## src/rtl/csr_rmw_pkg.sv

```systemverilog
package csr_rmw_pkg;

    localparam int CSR_XLEN   = 32;
    localparam int CSR_ADDR_W = 12;
    localparam int CSR_IDX_W  = 5;
    localparam int CSR_COUNT  = 4;
    localparam int CSR_EPC_SLOT = 3;

    // Operation code; bit 2 selects the immediate source, bits 1:0 the kind.
    typedef enum logic [2:0] {
        OP_RSV0 = 3'b000,
        OP_SWAP = 3'b001,
        OP_SETB = 3'b010,
        OP_CLRB = 3'b011,
        OP_RSV4 = 3'b100,
        OP_SWPI = 3'b101,
        OP_SETI = 3'b110,
        OP_CLRI = 3'b111
    } csr_op_e;

    typedef enum logic [1:0] {
        ST_IDLE  = 2'b00,
        ST_ACK   = 2'b01,
        ST_FAULT = 2'b10
    } rsp_state_e;

    // Address of each implemented slot; the last slot holds the exception PC.
    function automatic logic [CSR_ADDR_W-1:0] csr_addr_of(input int slot);
        logic [CSR_ADDR_W-1:0] a;
        case (slot)
            0:       a = 12'h300;
            1:       a = 12'h305;
            2:       a = 12'h340;
            default: a = 12'h341;
        endcase
        return a;
    endfunction

endpackage

```

## src/rtl/csr_addr_decode.sv

```systemverilog
module csr_addr_decode
    import csr_rmw_pkg::*;
#(
    parameter int ADDR_W  = CSR_ADDR_W,
    parameter int NUM_CSR = CSR_COUNT
) (
    input  logic [ADDR_W-1:0]  addr,
    output logic               hit,
    output logic [NUM_CSR-1:0] sel
);

    // One comparator per implemented slot.
    for (genvar g = 0; g < NUM_CSR; g++) begin : g_match
        assign sel[g] = (addr == ADDR_W'(csr_addr_of(g)));
    end

    assign hit = |sel;

endmodule

```

## src/rtl/csr_op_alu.sv

```systemverilog
module csr_op_alu
    import csr_rmw_pkg::*;
#(
    parameter int XLEN  = CSR_XLEN,
    parameter int IDX_W = CSR_IDX_W
) (
    input  logic [2:0]      op,
    input  logic [IDX_W-1:0] src_idx,
    input  logic [XLEN-1:0] src_val,
    input  logic [XLEN-1:0] old_val,
    input  logic [IDX_W-1:0] rd,
    output logic            op_ok,
    output logic            wr_req,
    output logic            rd_req,
    output logic [XLEN-1:0] new_val
);

    csr_op_e         op_e;
    logic [XLEN-1:0] operand;
    logic            mask_zero;
    logic            rd_live;

    assign op_e      = csr_op_e'(op);
    assign operand   = op[2] ? XLEN'(src_idx) : src_val;
    assign mask_zero = (src_idx == '0);
    assign rd_live   = (rd != '0);

    always_comb begin
        op_ok   = 1'b0;
        wr_req  = 1'b0;
        rd_req  = 1'b0;
        new_val = old_val;
        case (op_e)
            OP_SWAP, OP_SWPI: begin
                op_ok   = 1'b1;
                wr_req  = 1'b1;
                rd_req  = rd_live;   // no read at all when the target is x0
                new_val = operand;
            end
            OP_SETB, OP_SETI: begin
                op_ok   = 1'b1;
                wr_req  = !mask_zero;
                rd_req  = rd_live;
                new_val = old_val | operand;
            end
            OP_CLRB, OP_CLRI: begin
                op_ok   = 1'b1;
                wr_req  = !mask_zero;
                rd_req  = rd_live;
                new_val = old_val & ~operand;
            end
            default: begin
                op_ok   = 1'b0;
            end
        endcase
    end

endmodule

```

## src/rtl/csr_bank.sv

```systemverilog
module csr_bank
    import csr_rmw_pkg::*;
#(
    parameter int XLEN     = CSR_XLEN,
    parameter int NUM_CSR  = CSR_COUNT,
    parameter int EPC_SLOT = CSR_EPC_SLOT
) (
    input  logic               clk,
    input  logic               rst_n,
    input  logic               wr_en,
    input  logic [NUM_CSR-1:0] wr_sel,
    input  logic [XLEN-1:0]    wr_data,
    input  logic [NUM_CSR-1:0] rd_sel,
    output logic [XLEN-1:0]    rd_data,
    output logic [XLEN-1:0]    epc_q
);

    logic [NUM_CSR-1:0][XLEN-1:0] regs_q;
    logic [NUM_CSR-1:0][XLEN-1:0] gated;

    always_ff @(posedge clk or negedge rst_n) begin
        if (!rst_n) begin
            regs_q <= '0;
        end else if (wr_en) begin
            for (int i = 0; i < NUM_CSR; i++) begin
                if (wr_sel[i]) begin
                    regs_q[i] <= wr_data;
                end
            end
        end
    end

    // AND-OR read mux, one term per slot.
    for (genvar g = 0; g < NUM_CSR; g++) begin : g_rd
        assign gated[g] = rd_sel[g] ? regs_q[g] : '0;
    end

    always_comb begin
        rd_data = '0;
        for (int i = 0; i < NUM_CSR; i++) begin
            rd_data = rd_data | gated[i];
        end
    end

    assign epc_q = regs_q[EPC_SLOT];

    p_epc_hold_r9: assert property (@(posedge clk) disable iff (!rst_n)
        !(wr_en && wr_sel[EPC_SLOT]) |=> $stable(epc_q));

    p_epc_load_r9: assert property (@(posedge clk) disable iff (!rst_n)
        (wr_en && wr_sel[EPC_SLOT]) |=> (epc_q == $past(wr_data)));

endmodule

```

## src/rtl/csr_rmw_unit.sv

```systemverilog
module csr_rmw_unit
    import csr_rmw_pkg::*;
#(
    parameter int XLEN     = CSR_XLEN,
    parameter int ADDR_W   = CSR_ADDR_W,
    parameter int IDX_W    = CSR_IDX_W,
    parameter int NUM_CSR  = CSR_COUNT,
    parameter int EPC_SLOT = CSR_EPC_SLOT
) (
    input  logic              clk,
    input  logic              rst_n,
    input  logic              req_valid,
    input  logic [2:0]        req_op,
    input  logic [ADDR_W-1:0] req_addr,
    input  logic [IDX_W-1:0]  req_rd,
    input  logic [IDX_W-1:0]  req_src_idx,
    input  logic [XLEN-1:0]   req_src_val,
    output logic              rsp_valid,
    output logic [XLEN-1:0]   rsp_data,
    output logic              rsp_wb,
    output logic [IDX_W-1:0]  rsp_rd,
    output logic              rsp_illegal,
    output logic [XLEN-1:0]   epc_pc
);

    rsp_state_e         state_q, state_d;
    logic               hit;
    logic [NUM_CSR-1:0] sel;
    logic               op_ok, wr_req, rd_req;
    logic [XLEN-1:0]    old_val, new_val;
    logic               legal;
    logic               csr_wr_en;
    logic [XLEN-1:0]    data_q;
    logic               wb_q;
    logic [IDX_W-1:0]   rd_q;

    csr_addr_decode #(.ADDR_W(ADDR_W), .NUM_CSR(NUM_CSR)) u_dec (
        .addr (req_addr),
        .hit  (hit),
        .sel  (sel)
    );

    csr_op_alu #(.XLEN(XLEN), .IDX_W(IDX_W)) u_alu (
        .op      (req_op),
        .src_idx (req_src_idx),
        .src_val (req_src_val),
        .old_val (old_val),
        .rd      (req_rd),
        .op_ok   (op_ok),
        .wr_req  (wr_req),
        .rd_req  (rd_req),
        .new_val (new_val)
    );

    assign legal     = hit && op_ok;
    assign csr_wr_en = req_valid && legal && wr_req;

    csr_bank #(.XLEN(XLEN), .NUM_CSR(NUM_CSR), .EPC_SLOT(EPC_SLOT)) u_bank (
        .clk     (clk),
        .rst_n   (rst_n),
        .wr_en   (csr_wr_en),
        .wr_sel  (sel),
        .wr_data (new_val),
        .rd_sel  (sel),
        .rd_data (old_val),
        .epc_q   (epc_pc)
    );

    // Next-state logic.
    always_comb begin
        state_d = ST_IDLE;
        unique case (state_q)
            ST_IDLE:  state_d = !req_valid ? ST_IDLE : (legal ? ST_ACK : ST_FAULT);
            ST_ACK:   state_d = !req_valid ? ST_IDLE : (legal ? ST_ACK : ST_FAULT);
            ST_FAULT: state_d = !req_valid ? ST_IDLE : (legal ? ST_ACK : ST_FAULT);
            default:  state_d = ST_IDLE;
        endcase
    end

    always_ff @(posedge clk or negedge rst_n) begin
        if (!rst_n) begin
            state_q <= ST_IDLE;
        end else begin
            state_q <= state_d;
        end
    end

    // Response payload, captured together with the register update.
    always_ff @(posedge clk or negedge rst_n) begin
        if (!rst_n) begin
            data_q <= '0;
            wb_q   <= 1'b0;
            rd_q   <= '0;
        end else if (req_valid) begin
            data_q <= (legal && rd_req) ? old_val : '0;
            wb_q   <= legal && rd_req;
            rd_q   <= req_rd;
        end
    end

    always_comb begin
        rsp_valid   = 1'b0;
        rsp_illegal = 1'b0;
        unique case (state_q)
            ST_IDLE:  begin rsp_valid = 1'b0; rsp_illegal = 1'b0; end
            ST_ACK:   begin rsp_valid = 1'b1; rsp_illegal = 1'b0; end
            ST_FAULT: begin rsp_valid = 1'b1; rsp_illegal = 1'b1; end
            default:  begin rsp_valid = 1'b0; rsp_illegal = 1'b0; end
        endcase
    end

    assign rsp_data = rsp_valid ? data_q : '0;
    assign rsp_wb   = rsp_valid && wb_q;
    assign rsp_rd   = rd_q;

    p_rsp_follows_req_r2: assert property (@(posedge clk) disable iff (!rst_n)
        req_valid |=> rsp_valid);

    p_rsp_idle_r2: assert property (@(posedge clk) disable iff (!rst_n)
        !req_valid |=> !rsp_valid);

    p_x0_no_wb_r6: assert property (@(posedge clk) disable iff (!rst_n)
        (req_valid && req_rd == '0) |=> !rsp_wb);

    p_fault_quiet_r7: assert property (@(posedge clk) disable iff (!rst_n)
        rsp_illegal |-> (!rsp_wb && rsp_data == '0));

    p_set_keeps_bits_r4: assert property (@(posedge clk) disable iff (!rst_n)
        (csr_wr_en && req_op[1:0] == 2'b10) |-> ((new_val & old_val) == old_val));

    p_clear_adds_none_r4: assert property (@(posedge clk) disable iff (!rst_n)
        (csr_wr_en && req_op[1:0] == 2'b11) |-> ((new_val & ~old_val) == '0));

    p_zero_mask_no_write_r5: assert property (@(posedge clk) disable iff (!rst_n)
        (req_valid && req_op[1] && req_src_idx == '0) |-> !csr_wr_en);

    p_bad_op_no_write_r8: assert property (@(posedge clk) disable iff (!rst_n)
        (req_valid && req_op[1:0] == 2'b00) |-> !csr_wr_en);

endmodule

```

## config.mk

```make
export PLATFORM = sky130hd
export DESIGN_NAME = csr_rmw_unit
export DESIGN_NICKNAME = d
export VERILOG_FILES = /design/src/rtl/csr_rmw_pkg.sv /design/src/rtl/csr_addr_decode.sv /design/src/rtl/csr_op_alu.sv /design/src/rtl/csr_bank.sv /design/src/rtl/csr_rmw_unit.sv
export SDC_FILE = /design/constraint.sdc
export NUM_CORES = 1
export LEC_CHECK = 0
export BUFFER_PORTS_ARGS = -buffer_cell sky130_fd_sc_hd__clkbuf_2
export CORE_AREA = 2 2 134 136
export DETAILED_ROUTE_END_ITERATION = 8
export DIE_AREA = 0 0 136 138
export GPL_TIMING_DRIVEN = 0
export PLACE_DENSITY_LB_ADDON = 0.08
export REMOVE_ABC_BUFFERS = 1
export SLEW_MARGIN = 15
export SYNTH_ARGS = -nofsm -noshare
export SYNTH_HDL_FRONTEND = slang
export SYNTH_HIERARCHICAL = 1
export SYNTH_SLANG_ARGS = --single-unit
```

## constraint.sdc

```tcl
create_clock -name clk -period 3.3 [get_ports clk]
set_input_delay 0.825 -clock clk [delete_from_list [all_inputs] [get_ports clk]]
set_output_delay 0.825 -clock clk [all_outputs]
set_load 0.02 [all_outputs]
```

== Yosys cells after proc, flatten, opt, wreduce, memory -nomap -nowiden ==
Index checks and enable logic that the tools add are counted.
Word-level totals
  logic and storage cells: 63
  output and inout port bits: 72
  bits of input ports: 60
  register bits after elaboration: 168
Cells by class
  bitwise gates (word level): 6
  reduce and logical (&&, ||, !) cells: 21
  equal/unequal tests: 12
  mux-type cells: 16
Operator list (count)
  2-to-1 mux 32 bit: 7
  OR 32 bit: 4
  one-hot mux 32 bit (3 select lines): 1
  equality test 12 x 10 -> 1 bit (second input constant): 4
  AND 32 bit: 1
  inverter 32 bit: 1
  equality test 3 bit (second input constant): 3
  AND reduction 2 bit: 4
  OR reduction 2 bit: 4
  OR reduction 4 bit: 2
  equality test 3 x 2 -> 1 bit (second input constant): 2
  2-to-1 mux 2 bit: 3
  OR reduction 6 bit: 1
  logical AND 1 bit: 5
  zero test 5 bit: 1
  nonzero test 5 bit: 1
  2-to-1 mux 1 bit: 4
  equality test 3 x 1 -> 1 bit (second input constant): 1
  OR reduction 3 bit: 1
  equality test 2 x 1 -> 1 bit (second input constant): 1
  equality test 2 bit (second input constant): 1
  zero test 2 bit: 1
  one-hot mux 1 bit (2 select lines): 1
  zero test 1 bit: 1

== Logic depth before layout (Yosys ltp) ==
  depth in word-level cells: 7
  depth in mapped cells: 9
  mapped depth without buffers: 8

== By module ==
The synthesis kept the hierarchy.
By module, submodules not included
  csr_bank: area each 5635.4 µm², cells an instance 412, instances 1, sequential area each 3203.1 µm²
  csr_rmw_unit: area each 1819.2 µm², cells an instance 202, instances 1, sequential area each 1001.0 µm²
  csr_op_alu: area each 974.7 µm², cells an instance 151, instances 1, sequential area each 0.0 µm²
  csr_addr_decode: area each 92.6 µm², cells an instance 14, instances 1, sequential area each 0.0 µm²

== Least setup slack after synthesis ==
Ideal clock, no wire load.
  path type: input port to flip-flop
  start: in req_addr[1]
  end: reg u_bank.regs_q, in the netlist u_bank/epc_q[30]
  setup slack: 0.472 ns
  path buffers: 1
  data arrival time: 2.764 ns
  stages: 9
  required time: 3.235 ns
  setup time: 0.065 ns
  cells stage by stage: nor4_2 > nand4_2 > nor4_1 > clkbuf_1 > a22oi_1 > nand2_1 > a21oi_1 > a21oi_1 > mux2_2
Between the ends
  elaborated cells on any way between the ends: 19
  classes of those cells: eq/ne: 4; mux: 5; bitwise: 5; reduce/logical: 5
RTL lines
  from (decl): line csr_rmw_unit.sv:14  | input logic [ADDR_W-1:0] req_addr,
  equality test 12 x 10 -> 1 bit (*): line csr_addr_decode.sv:14  | assign sel[g] = (addr == ADDR_W'(csr_addr_of(g)));
  named net sel[2]: line csr_rmw_unit.sv:28  | logic [NUM_CSR-1:0] sel;
  2-to-1 mux 32 bit (*): line csr_bank.sv:35  | assign gated[g] = rd_sel[g] ? regs_q[g] : '0;
  OR 32 bit (*) (2 in series): line csr_bank.sv:41  | rd_data = rd_data | gated[i];
  named net old_val[30]: line csr_rmw_unit.sv:30  | logic [XLEN-1:0] old_val, new_val;
  AND 32 bit or OR 32 bit (tied branches): line csr_op_alu.sv:50, csr_op_alu.sv:44
  one-hot mux 32 bit (3 select lines) (*): line csr_op_alu.sv:33  | case (op_e)
  named net new_val[30]: line csr_rmw_unit.sv:30
  to (signal, indexed assignment): line csr_bank.sv:27  | regs_q[i] <= wr_data;
  to (decl): line csr_bank.sv:18  | logic [NUM_CSR-1:0][XLEN-1:0] regs_q;
The timed path passes the listed nets; every way through them passes the cells marked *.
A chain may end at the register's enable or synchronous reset.

== Worst setup path in the final report ==
  start: in req_op[0]
  end: reg u_bank/regs_q[22] (netlist bit)
Between the ends
  cells in the longest elaborated chain, start to end: 7
  elaborated cells on any way between the ends: 18
  classes of those cells: eq/ne: 6; mux: 3; reduce/logical: 9
Ends and longest elaborated chain
  from (decl): line csr_rmw_unit.sv:13  | input logic [2:0] req_op,
  equality test 3 x 1 -> 1 bit (tied with other cells): line csr_op_alu.sv:33
  OR reduction 6 bit (no line) (*)
  2-to-1 mux 1 bit (*): line csr_op_alu.sv:33
  named net op_ok: line csr_rmw_unit.sv:29  | logic op_ok, wr_req, rd_req;
  logical AND 1 bit (*): line csr_rmw_unit.sv:55  | assign legal = hit && op_ok;
  logical AND 1 bit (*) (2 in series): line csr_rmw_unit.sv:56  | assign csr_wr_en = req_valid && legal && wr_req;
  named net csr_wr_en: line csr_rmw_unit.sv:32  | logic csr_wr_en;
  AND reduction 2 bit (no line) (*)
Marks and branches as above.

==> results.cfg <==
[power]
combinationalPowerShare_pct = 6.7
clock_power_share_pct = 47.5
p_int_mw = 3.54
p_per_area_nw_per_um2 = 458
seq_power_share_pct = 45.8
ir_worst_vdd_uv = 375
netSwitchingFraction_pct = 21.7
power.leakage_nw = 4.95
switchingPower_mw = 0.980
fin_total_pwr_mw = 4.52

[critical_path]
worstPathBufferInverterCount = 3
crit_family = buffers and inverters
crit_path_frequent_cell = nor2_1
cp.depth = 8
path_cells = clkbuf_4 -> nor2_1 -> inv_4 -> nand2_1 -> nor2_1 -> nand2_2 -> buf_16 -> mux2_2
cp_max_fo = 35
endpoint_kind = flip-flop
cp_slowest_stage_delay_ns = 0.46
crit_slowest_cell = clkbuf_4
critical_path_class = primary input to flip-flop
start_kind = primary input
cp.arrival_ns = 3.46
r2r_cells = 5
crit_required_ns = 3.60

[clock_tree]
cts_tree = done
htreeDepth = 4
path_clk_slew_ns = 0.06
clock_path_buffers = 2
cts_hold_buf = 0
root_buffer = clkbuf_16
clk_latency_ns = 0.42
cts-buffers-inserted = 17
numClockSinks = 168
post_cts_buffers = 0

[sta]
fin_skew_ns = 0.00444
tightest_slew_ns = 1.04
period_needed_ns = 3.16
period_share_pct = 95.8
finalSetupViolCount = 0
relSlewSlack_pct = 30.8
fmax_mhz = 316
drv_slew = 0
rsz0062_at_grt = false
finalHoldViolCount = 0

[yosys]
synth_compound_area_share_pct = 11.7
synth-simple-area-share_pct = 8.35
synth.avg_cell_area_um2 = 10.9
synth.top_cell.area_share_pct = 49.3
synth_top_area_cell = dfrtp_1
synth_xor_area_share_pct = 2.88
synth-seq-area-share_pct = 49.3
yosys_register_bits = 168
synth_area_leaders = dfrtp_1 49%, mux2_2 18%, a22oi_1 5.6%
synth_edf_count = 0
synthMuxAreaShare_pct = 19.1
synth_top_family_by_area = multiplexers
synthArstFlopShare_pct = 100
synth_warnings = 6
netlist_instances = 779
synth.distinct_cells = 29
syn_area_um2 = 8520
ys.flop_type = dfrtp_1
synthAdderAreaFrac_pct = 0.294

[placed_design]
placement.io_buffers = 131
place_hpwl_um = 14000
globalplace.congestion = 0.737
dpl.cell_count = 1077

[die]
rows = 49
floorplan.initialDensity_pct = 48.6
fp.dieArea_um2 = 18800
die-height_um = 138
io_pins = 132
die_x_um = 136
core_area_um2 = 17500

[cells_and_area]
drive_gt1_share_pct = 38.2
syn_to_final_growth_pct = 15.9
n_antenna_cell = 0
fin_util_pct = 56.3
fin_cells = 1107
final_nets = 929
nFillCells = 1543

[drt]
drtIter0Drc = 421
routed_via_density = 5.60
routed_wl_um = 21900
drt_pre_antenna_iters = 5
wl_per_cell_um = 19.8
antenna_left = 0
vias = 6203
drcViolationCount = 0

[global_routing]
grt_pass1_vias = 6456
antenna_found_initial = 0
grt_max_degree = 99
grt_pass1_wl_um = 35000
overflow = 0
groute.usage.overall_pct = 24.2

[min_path]
hp-class = primary input to asynchronous set/reset pin

[job]
max_cap_viol_count = 0

[status]
run_status = finished clean
-- metal layers --
metal,part of all wire [%],track usage [%],vias up,wire [um]
met5,0,0,-,0
met4,1.5,7.02,0,335
met3,4.7,4.00,31,1030
met2,48,40.2,201,10600
met1,45,32.6,3117,9950
li1,-,-,2854,-
-- Yosys cell counts (all sizes together), types with 6 or more instances --
cell type / count
clkbuf: 16
dfrtp: 168
mux2: 138
a22oi: 64
buf: 68
o22ai: 32
nand2: 72
nor2b: 23
mux2i: 6
xnor2: 28
inv: 38
nor2: 44
a21oi: 61
-- final cells by class --
type / instances / area (um2) / area share [%]
Multi-Input combinational cell: 489 / 3670 / 37.2
Clock buffer: 20 / 457 / 4.62
Sequential cell: 168 / 4200 / 42.6
Tap cell: 229 / 287 / 2.90
Inverter: 38 / 145 / 1.47
Clock inverter: 10 / 175 / 1.77
Timing Repair Buffer: 153 / 938 / 9.50
-- logic make-up (layout without fill, tap and decap cells) --
logic type | after synthesis | after routing
multiplexers | 144 | 144
AND/OR/NAND/NOR | 157 | 157
buffers and inverters | 122 | 221
XOR/XNOR | 28 | 28
AO/OA/AOI/OAI | 158 | 158
flip-flops | 168 | 168
adder cells (fa/ha/maj) | 2 | 2
-- cells in the final DEF, fill, tap and decap left out, types with 2 or more instances in the layout --
cell type / count
clkbuf_8: 4
buf_4: 6
a21oi_1: 61
mux2i_1: 6
bufinv_16: 5
nor4_2: 2
clkinv_2: 5
nor2_1: 43
a22oi_1: 64
nor2b_1: 23
mux2_2: 134
o22ai_1: 31
nor4_4: 2
mux2_4: 4
buf_16: 4
buf_2: 9
dfrtp_1: 168
xnor2_1: 28
clkbuf_4: 2
buf_12: 3
nand2_1: 68
clkbuf_2: 127
inv_1: 37
nand2b_1: 4
nand2_2: 4
clkbuf_16: 17
and2b_1: 4
-- power groups by stage --
stage,Sequential (mW),Clock [mW],Combinational (mW)
final,2.07,2.15,0.302
after global routing,2.07,2.29,0.333
after floorplan,2.12,0,0.122
after detailed placement,2.11,0,0.302
after CTS,2.07,2.20,0.304
after global placement,2.11,0,0.281
-- worst register-to-register path, cell delays in order, from the launching register on --
cell	delay [ns]
dfrtp_1	0.38
a22oi_1	0.19
nand2_1	0.09
a21oi_1	0.16
a21oi_1	0.10
mux2_2	0.32
-- path summary, 6_finish.rpt --
check	startpoint	to	slack [ns]
setup / recovery	req_op[0]	u_bank/regs_q[22]	0.14
hold reg to reg	u_bank/regs_q[56]	u_bank/regs_q[56]	0.51
setup reg to reg	u_bank/regs_q[15]	u_bank/epc_q[15]	1.95
min in group clk	u_bank/regs_q[56]	u_bank/regs_q[56]	0.51
hold / removal	rst_n	data_q[0]	0.41
max in group asynchronous	rst_n	u_bank/regs_q[15]	2.01
-- repair_timing --
item / in CTS / in global routing
cloned: 0 / 0
setup endpoints to repair: 161 / 51
resized for setup: 4 / 3
-- registers in the layout (all words and copies together), names as in the netlist --
name           cells
state_q            2
u_bank/epc_q      32
data_q            32
rsp_rd             5
u_bank/regs_q     96
wb_q               1
-- metrics by stage --
stage | TNS [ns] | setup WS [ns] | cell area, um2 | hold slack [ns]
floorplan | -314.46 | -2.51 | 7960 | 0.480
global placement | -1310.84 | -8.00 | 8900 | 0.487
detailed placement | -162.71 | -1.14 | 9210 | 0.494
CTS | 0 | 0.121 | 9850 | 0.428
global route | 0 | 0.0272 | 9880 | 0.446
finish | 0 | 0.140 | 9880 | 0.411
Note: power is estimated with default switching activity, not from simulation.
